$ cat config.mk
export PLATFORM = sky130hd
export DESIGN_NAME = ui_cal_seq
export DESIGN_NICKNAME = d
export VERILOG_FILES = /design/src/rtl/ui_cal_seq.sv
export SDC_FILE = /design/constraint.sdc
export NUM_CORES = 1
export LEC_CHECK = 0
export BUFFER_PORTS_ARGS = -buffer_cell sky130_fd_sc_hd__buf_4
export CAP_MARGIN = 5
export CORE_MARGIN = 4
export CORE_UTILIZATION = 52
export DETAILED_ROUTE_END_ITERATION = 8
export HOLD_SLACK_MARGIN = 0.15
export PLACE_DENSITY_LB_ADDON = 0.05
export SYNTH_ARGS = -nofsm -noshare
export SYNTH_HDL_FRONTEND = slang
export SYNTH_SLANG_ARGS = --single-unit
$ cat constraint.sdc
create_clock -name clk -period 6.05 [get_ports clk]
set_input_delay 0 -clock clk [delete_from_list [all_inputs] [get_ports clk]]
set_output_delay 0 -clock clk [all_outputs]
set_load 0.005 [all_outputs]
$ cat src/rtl/ui_cal_seq.sv
`timescale 1ns/1ps
module ui_cal_seq #(
  parameter int          WAIT_CYCLES = 24,
  parameter int          LANES       = 4,
  parameter int          REF_CNT     = 8,
  parameter logic [47:0] TIME_MIN    = 48'h0000_0064_0000,
  parameter logic [47:0] TIME_MAX    = 48'h0001_0000_0000,
  parameter logic [14:0] CNT_MIN     = 15'd10,
  parameter logic [14:0] CNT_MAX     = 15'd20000
) (
  input  logic        clk,
  input  logic        rst_n,
  input  logic        en,
  output logic        snap_req,
  input  logic        snap_ack,
  input  logic [31:0] snap_lo,
  input  logic [31:0] snap_hi,
  output logic        wr_en,
  output logic [31:0] wr_data,
  output logic        busy,
  output logic        res_ok,
  output logic        res_err
);
  localparam logic [48:0] WRAP = 49'h3B9A_CA00_0000;
  localparam int LW    = $clog2(LANES + 1);
  localparam int RW    = $clog2(REF_CNT + 1);
  localparam int NUM_W = 49 + LW + 12;
  localparam int DEN_W = 16 + RW;
  localparam int WCW   = $clog2(WAIT_CYCLES + 1);
  localparam int DCW   = $clog2(NUM_W + 1);

  typedef enum logic [2:0] {S_IDLE, S_REQ1, S_WAIT, S_REQ2, S_CHK, S_DIV, S_WR} st_t;
  st_t st;

  logic [47:0]      t0, t1;
  logic [14:0]      c0, c1;
  logic             v1;
  logic [WCW-1:0]   wcnt;
  logic [NUM_W-1:0] quo;
  logic [DEN_W-1:0] rem, den;
  logic [DCW-1:0]   dcnt;

  wire [47:0] s_time = {snap_hi[15:0], snap_lo};
  wire [14:0] s_cnt  = snap_hi[30:16];
  wire        s_val  = snap_hi[31];

  wire [48:0] dt = (t1 <= t0) ? ({1'b0, t1} + WRAP - {1'b0, t0}) : {1'b0, t1 - t0};
  wire [15:0] dc = (c1 < c0) ? ({1'b0, c1} + 16'd32768 - {1'b0, c0}) : {1'b0, c1 - c0};

  wire too_big   = !v1 || (dc == 16'd0) || (dt > {1'b0, TIME_MAX}) || (dc > {1'b0, CNT_MAX});
  wire too_small = (dt < {1'b0, TIME_MIN}) || (dc < {1'b0, CNT_MIN});

  wire [NUM_W-1:0] num   = (NUM_W'(dt) * NUM_W'(LANES)) << 12;
  wire [DEN_W-1:0] den_w = DEN_W'(dc) * DEN_W'(REF_CNT);

  wire [DEN_W:0] sh   = {rem, quo[NUM_W-1]};
  wire [DEN_W:0] diff = sh - {1'b0, den};

  assign snap_req = (st == S_REQ1) || (st == S_REQ2);
  assign busy     = (st == S_DIV);
  assign wr_en    = (st == S_WR);
  assign wr_data  = quo[31:0];

  always_ff @(posedge clk) begin
    if (!rst_n) begin
      st      <= S_IDLE;
      t0      <= '0;
      t1      <= '0;
      c0      <= '0;
      c1      <= '0;
      v1      <= 1'b0;
      wcnt    <= '0;
      quo     <= '0;
      rem     <= '0;
      den     <= '0;
      dcnt    <= '0;
      res_ok  <= 1'b0;
      res_err <= 1'b0;
    end else if (!en) begin
      st <= S_IDLE;
    end else begin
      unique case (st)
        S_IDLE: st <= S_REQ1;
        S_REQ1:
          if (snap_ack && s_val) begin
            t0   <= s_time;
            c0   <= s_cnt;
            wcnt <= '0;
            st   <= S_WAIT;
          end
        S_WAIT:
          if (wcnt == WCW'(WAIT_CYCLES - 1)) st <= S_REQ2;
          else wcnt <= wcnt + 1'b1;
        S_REQ2:
          if (snap_ack) begin
            t1 <= s_time;
            c1 <= s_cnt;
            v1 <= s_val;
            st <= S_CHK;
          end
        S_CHK:
          if (too_big) begin
            res_err <= 1'b1;
            res_ok  <= 1'b0;
            st      <= S_REQ1;
          end else if (too_small) begin
            res_err <= 1'b1;
            res_ok  <= 1'b0;
            wcnt    <= '0;
            st      <= S_WAIT;
          end else begin
            quo  <= num;
            rem  <= '0;
            den  <= den_w;
            dcnt <= '0;
            st   <= S_DIV;
          end
        S_DIV: begin
          if (!diff[DEN_W]) begin
            rem <= diff[DEN_W-1:0];
            quo <= {quo[NUM_W-2:0], 1'b1};
          end else begin
            rem <= sh[DEN_W-1:0];
            quo <= {quo[NUM_W-2:0], 1'b0};
          end
          dcnt <= dcnt + 1'b1;
          if (dcnt == DCW'(NUM_W - 1)) st <= S_WR;
        end
        S_WR: begin
          res_ok  <= 1'b1;
          res_err <= 1'b0;
          t0      <= t1;
          c0      <= c1;
          wcnt    <= '0;
          st      <= S_WAIT;
        end
        default: st <= S_IDLE;
      endcase
    end
  end
endmodule

== Yosys cells after proc, flatten, opt, wreduce, memory -nomap -nowiden ==
Cells that the tools add are included.
Widths: inputs -> output; s select.

* Input port bits: 68
* Bits in registers: 244
* Output and inout bits: 37
* Logic and storage cells: 103

* Mux-type cells: 35
* Bitwise operators: 2
* $add $sub $neg: 9
* Reductions and logical operators: 21
* Order comparisons: 6
* Eq/ne operators: 17

{| class="wikitable"
|+ Operator list
! kind !! number
|-
| $mux 64 || 2
|-
| $pmux 64 s2 || 1
|-
| $pmux 48 s2 || 1
|-
| $mux 20 || 3
|-
| $add 48x46->49 const B || 1
|-
| $gt 49x33->1 const B || 1
|-
| $lt 49x23->1 const B || 1
|-
| $mux 49 || 1
|-
| $sub 49x48->49 || 1
|-
| $le 48x48->1 || 1
|-
| $mux 48 || 1
|-
| $sub 48x48->48 || 1
|-
| $pmux 20 s2 || 1
|-
| $pmux 15 s2 || 1
|-
| $pmux 3 s7 || 1
|-
| $sub 21x19->21 || 1
|-
| $mux 5 || 4
|-
| $pmux 5 s4 || 1
|-
| $mux 3 || 6
|-
| $add 15x16->16 const B || 1
|-
| $gt 16x15->1 const B || 1
|-
| $logic_not 16->1 || 1
|-
| $lt 16x4->1 const B || 1
|-
| $mux 16 || 1
|-
| other kinds (29) || 55
|}

== Logic depth before layout (Yosys ltp) ==
* Word-level depth: 9
* Depth in mapped cells: 21
* Mapped depth without buffers: 18

== Worst setup path before layout ==
OpenSTA, ideal clock, no wires.

* Path type: register to register
* From: register t0[9]
* To: register rem[3]
* Arrival: 4.877 ns
* Library setup time: 0.117 ns
* Path buffers: 4
* Path slack: 1.055 ns
* Stages on the path, launching flop included: 21
* Cells stage by stage: dfxtp_1 -> inv_1 -> ha_1 -> fa_1 -> clkbuf_2 -> a21oi_2 -> nor3b_1 -> a221oi_2 -> and2_1 -> o311a_1 -> nor3b_2 -> o31ai_4 -> xnor2_1 -> o32a_1 -> or4_1 -> buf_2 -> o32ai_4 -> a21bo_1 -> buf_6 -> buf_6 -> a32o_1

* Cells in the longest elaborated chain, start to end: 7
* Elaborated cells on any way between the ends: 12
* Classes of those cells: add/sub (2); order compare (3); eq/ne (2); mux (1); reduce/logical (4)

{| class="wikitable"
|+ RTL lines
! item !! RTL line !! RTL
|-
| start: declaration || 35 || <nowiki>logic [47:0] t0, t1;</nowiki>
|-
| start signal: assignment || 86 || <nowiki>t0 <= s_time;</nowiki>
|-
| start signal: assignment || 132 || <nowiki>t0 <= t1;</nowiki>
|-
| $sub 49x48->49 (tied with other cells) || 47 || <nowiki>wire [48:0] dt = (t1 <= t0) ? ({1'b0, t1} + WRAP - {1'b0, t0}) : {1'b0, t1 - t0};</nowiki>
|-
| $mux 49 * || 47 ||
|-
| $gt 49x33->1 || 50 || <nowiki>wire too_big = !v1 || (dc == 16'd0) || (dt > {1'b0, TIME_MAX}) || (dc > {1'b0, CNT_MAX});</nowiki>
|-
| $logic_or 1x1->1 (2 in a row) || 50 ||
|-
| $ne 2x2->1 (no source line) || -- ||
|-
| $reduce_and 4->1 (no source line) * || -- ||
|-
| end signal: assignment || 120 || <nowiki>rem <= diff[DEN_W-1:0];</nowiki>
|-
| end signal: assignment || 123 || <nowiki>rem <= sh[DEN_W-1:0];</nowiki>
|-
| end: declaration || 40 || <nowiki>logic [DEN_W-1:0] rem, den;</nowiki>
|}

Every way passes the cells marked *; elsewhere a longest branch is shown, timed or not.
A chain may end at the register's enable or synchronous reset.

== Worst setup path after layout ==
* From: register t1[7]
* To: register quo[40]

* Cells in the longest elaborated chain, start to end: 8
* Elaborated cells on any way between the ends: 16
* Classes of those cells: add/sub (3); order compare (3); eq/ne (2); mux (4); reduce/logical (4)

{| class="wikitable"
|+ RTL lines
! item !! RTL line !! RTL
|-
| start: declaration || 35 ||
|-
| start signal: assignment || 96 || <nowiki>t1 <= s_time;</nowiki>
|-
| $add 48x46->49 || 47 ||
|-
| $sub 49x48->49 || 47 ||
|-
| $mux 49 * || 47 ||
|-
| $gt 49x33->1 || 50 ||
|-
| $logic_or 1x1->1 (2 in a row) || 50 ||
|-
| $ne 2x2->1 (no source line) || -- ||
|-
| $reduce_and 4->1 (no source line) || -- ||
|-
| end signal: assignment || 112 || <nowiki>quo <= num;</nowiki>
|-
| end signal: assignment || 121 || <nowiki>quo <= {quo[NUM_W-2:0], 1'b1};</nowiki>
|-
| end signal: assignment || 124 || <nowiki>quo <= {quo[NUM_W-2:0], 1'b0};</nowiki>
|-
| end: declaration || 39 || <nowiki>logic [NUM_W-1:0] quo;</nowiki>
|}

Every way passes the cells marked *; elsewhere a longest branch is shown, timed or not. The select of a mux whose other input is x is not followed.

==> impl_metrics.csv <==
group,metric,value,unit
sta,layout_min_cycle_time,5810,ps
die,initial_core_util,52.8,%
die,die_w,204,µm
yosys,synth_warnings,0,
detailed_routing,top_layer_used,"met4",
sta,layout_setup_ws,242,ps
grt,grt_pass1_wl,98400,µm
placed_design,dp.cells,3129,
yosys,yosysSeqAreaShare,24.5,%
yosys,synth_top_area_share,24.5,%
min_path,min_path_type,"primary input to flip-flop",
worst_setup_path,cp-end-kind,"flip-flop",
detailed_routing,met1Wirelength,28100,µm
yosys,synth_common_cells,"nand2_1, dfxtp_1, nor2_1, inv_1, a21oi_1",
sta,worst_slew_pin_slew,1240,ps
placed_design,dp_slack,86.5,ps
die,die-area,41500,µm²
cells_and_area,syn_to_final_growth,13.6,%
yosys,async_flop_share,0,%
die,rows,71,
yosys,ys.flop_type,"dfxtp_1",
clock_tree,htree_levels,1,
yosys,synth_area_leaders,"dfxtp_1, nand2_1, ha_1, mux2i_1, a21oi_1",
yosys,yosys_register_bits,244,
clock_tree,cts_tree,"yes",
sta,slew_headroom,17.1,%
detailed_routing,wl_met3,3650,µm
die,die_h,204,µm
yosys,yosys.area.top_type,"dfxtp_1",
clock_tree,clk_latency,580,ps
die,core-area,37800,µm²
yosys,synth_cells,2662,
detailed_routing,wl_met2,27900,µm
cells_and_area,design_area,22600,µm²
yosys,yosysMostFrequentCell,"nand2_1",
sta,setup_violations,0,
grt,grt_max_degree,93,
min_path,whs_path_depth,4,
sta,rsz0062_at_grt,"no",
worst_setup_path,path_class,"flip-flop to flip-flop",
grt,grt_usage,28.5,%
cells_and_area,stdcell_count,3275,
grt,grt.overflow.total,0,
placed_design,portBuffers,104,
detailed_routing,ant_nets,0,
worst_setup_path,cp_max_fo,38,
sta,final.setup.tns,0,ps
yosys,ys_types,96,
run_status,status,"completed",
detailed_routing,drt_wl_total,61100,µm
placed_design,place_hpwl,45100,µm
cells_and_area,antenna_cells,0,
sta,hold_viol,0,
detailed_routing,drc_errors,0,
sta,finalMaxSlewViolations,0,
detailed_routing,viasPerCell,5.92,
detailed_routing,route.detailed.wl_per_inst,18.7,µm
yosys,synth-edff-count,0,
worst_setup_path,r2r_cells,17,
worst_setup_path,worstPathArrival,6300,ps
die,num_io_pins,105,
sta,period_share,96.0,%
yosys,synth_fp_nets,2907,
worst_setup_path,start_kind,"flip-flop",
clock_tree,path_clk_slew,60,ps
clock_tree,cts.sinks,244,
grt,antenna_found_initial,0,
yosys,mappedNetlistArea,19900,µm²
sta,skew,17.9,ps
detailed_routing,dr.pass1.iters,5,
placed_design,placed_area,20700,µm²
placed_design,gp_congestion,0.972,
clock_tree,cts.path.max_buffers,3,
power_and_ir_drop,max-vdd-ir-drop,221,µV
power_and_ir_drop,powerDensity,199,nW/µm²
detailed_routing,vias,19400,
sta,timing.fmax,172,MHz
cells_and_area,fin_util,59.9,%
yosys,postSynthAreaPerCell,7.48,µm²
job,maxCapViolations,0,
detailed_routing,drt-initial-drc-count,1574,
power_and_ir_drop,p_total,4.51,mW
cells_and_area,drive_above_1_share,9.12,%
worst_setup_path,required,6550,ps
clock_tree,cts-root-buf,"clkbuf_16",
cells_and_area,nets,2990,
grt,grt_pass1_vias,18200,
clock_tree,cts_inserted_buffers,28,
power_and_ir_drop,leakagePower,9.51,nW
sta,whs,220,ps
==> worst max-delay path, cell delays in order, from the launching register on <==
cell      delay, ps
dfxtp_1         440
ha_1            210
inv_1            60
fa_1            720
nor2b_1         150
o311ai_1        490
a221oi_2        180
and2_1          230
o311a_1         370
nor3b_2         420
o31ai_4          80
xnor2_1         150
o32a_1          290
or4_1           710
o41ai_2         330
a21bo_2         320
buf_12          290
mux2i_1         220
==> timing repair <==
action                                 4_1_cts  5_1_grt
setup endpoints to repair                    0      110
endpoints found under the hold margin      167        0
resized for setup                            0        5
setup buffers                                0        8
hold buffers                                89        0
==> sequential cells by signal, indices dropped and copies added, names as in the netlist, 3 cells and up <==
register / cells
rem: 20
t1: 48
c0: 15
dcnt: 7
quo: 64
t0: 48
den: 16
st: 3
c1: 15
wcnt: 5
==> where the power goes <==
part	switching, mW	leakage, nW	total (mW)	internal, mW
Combinational	0.731	7.11	1.22	0.488
Clock	0.718	0.439	1.67	0.952
Sequential	0.00802	1.97	1.62	1.62
Total	1.46	9.51	4.51	3.06
==> final cells by class <==
cell class	count	area, µm²
multi-input cells	2056	13500
clock buffers	37	785
fillers	3533	15100
flip-flops and latches	244	4880
well taps	511	639
repair buffers	230	1990
clock inverters	12	109
inverters	185	697
==> cells by family (layout without fill, tap and decap cells) <==
kind of cell	after synthesis	count (layout)	share of synthesized area, %
AO/OA/AOI/OAI	692	692	23.6
flip-flops	244	244	24.5
AND/OR/NAND/NOR	1000	1000	22.8
buffers and inverters	362	464	7.88
multiplexers	95	95	4.79
adder cells (fa/ha/maj)	177	177	12.4
XOR/XNOR	92	92	4.05
==> cell usage in the layout, fill, tap and decap left out, drive strengths merged, types with 16 or more instances in the layout <==
cell,synthesis,layout
buf,68,141
nand3,37,37
dfxtp,244,244
mux2i,93,93
and3,18,18
dlygate4sd3,0,89
nand2b,21,21
a21oi,185,185
o21bai,23,23
nor4,18,18
nor2,208,208
a211oi,21,21
xor2,25,25
o211ai,60,60
a21o,24,24
nor2b,26,26
a31oi,33,33
xnor2,67,67
clkbuf,109,37
or3,24,24
nor3,37,37
nand2,504,504
fa,35,35
ha,142,142
nand4,23,23
inv,184,185
and2,16,16
a311oi,65,65
o21ai,111,111
o22ai,35,35
==> worst paths after layout <==
check                   from       to  slack [ps]
setup / recovery       t1[7]  quo[40]         240
hold / removal    snap_hi[4]   t1[36]         220
setup reg to reg       t1[7]  quo[40]         240
hold reg to reg      quo[58]  quo[58]         460
==> metal layers <==
metal	track usage [%]	up-vias
met3	3.12	85
met1	40.7	9192
met2	46.3	600
li1	-	9501
met5	0	-
met4	6.99	0
Power figures use the tool's default switching activity.
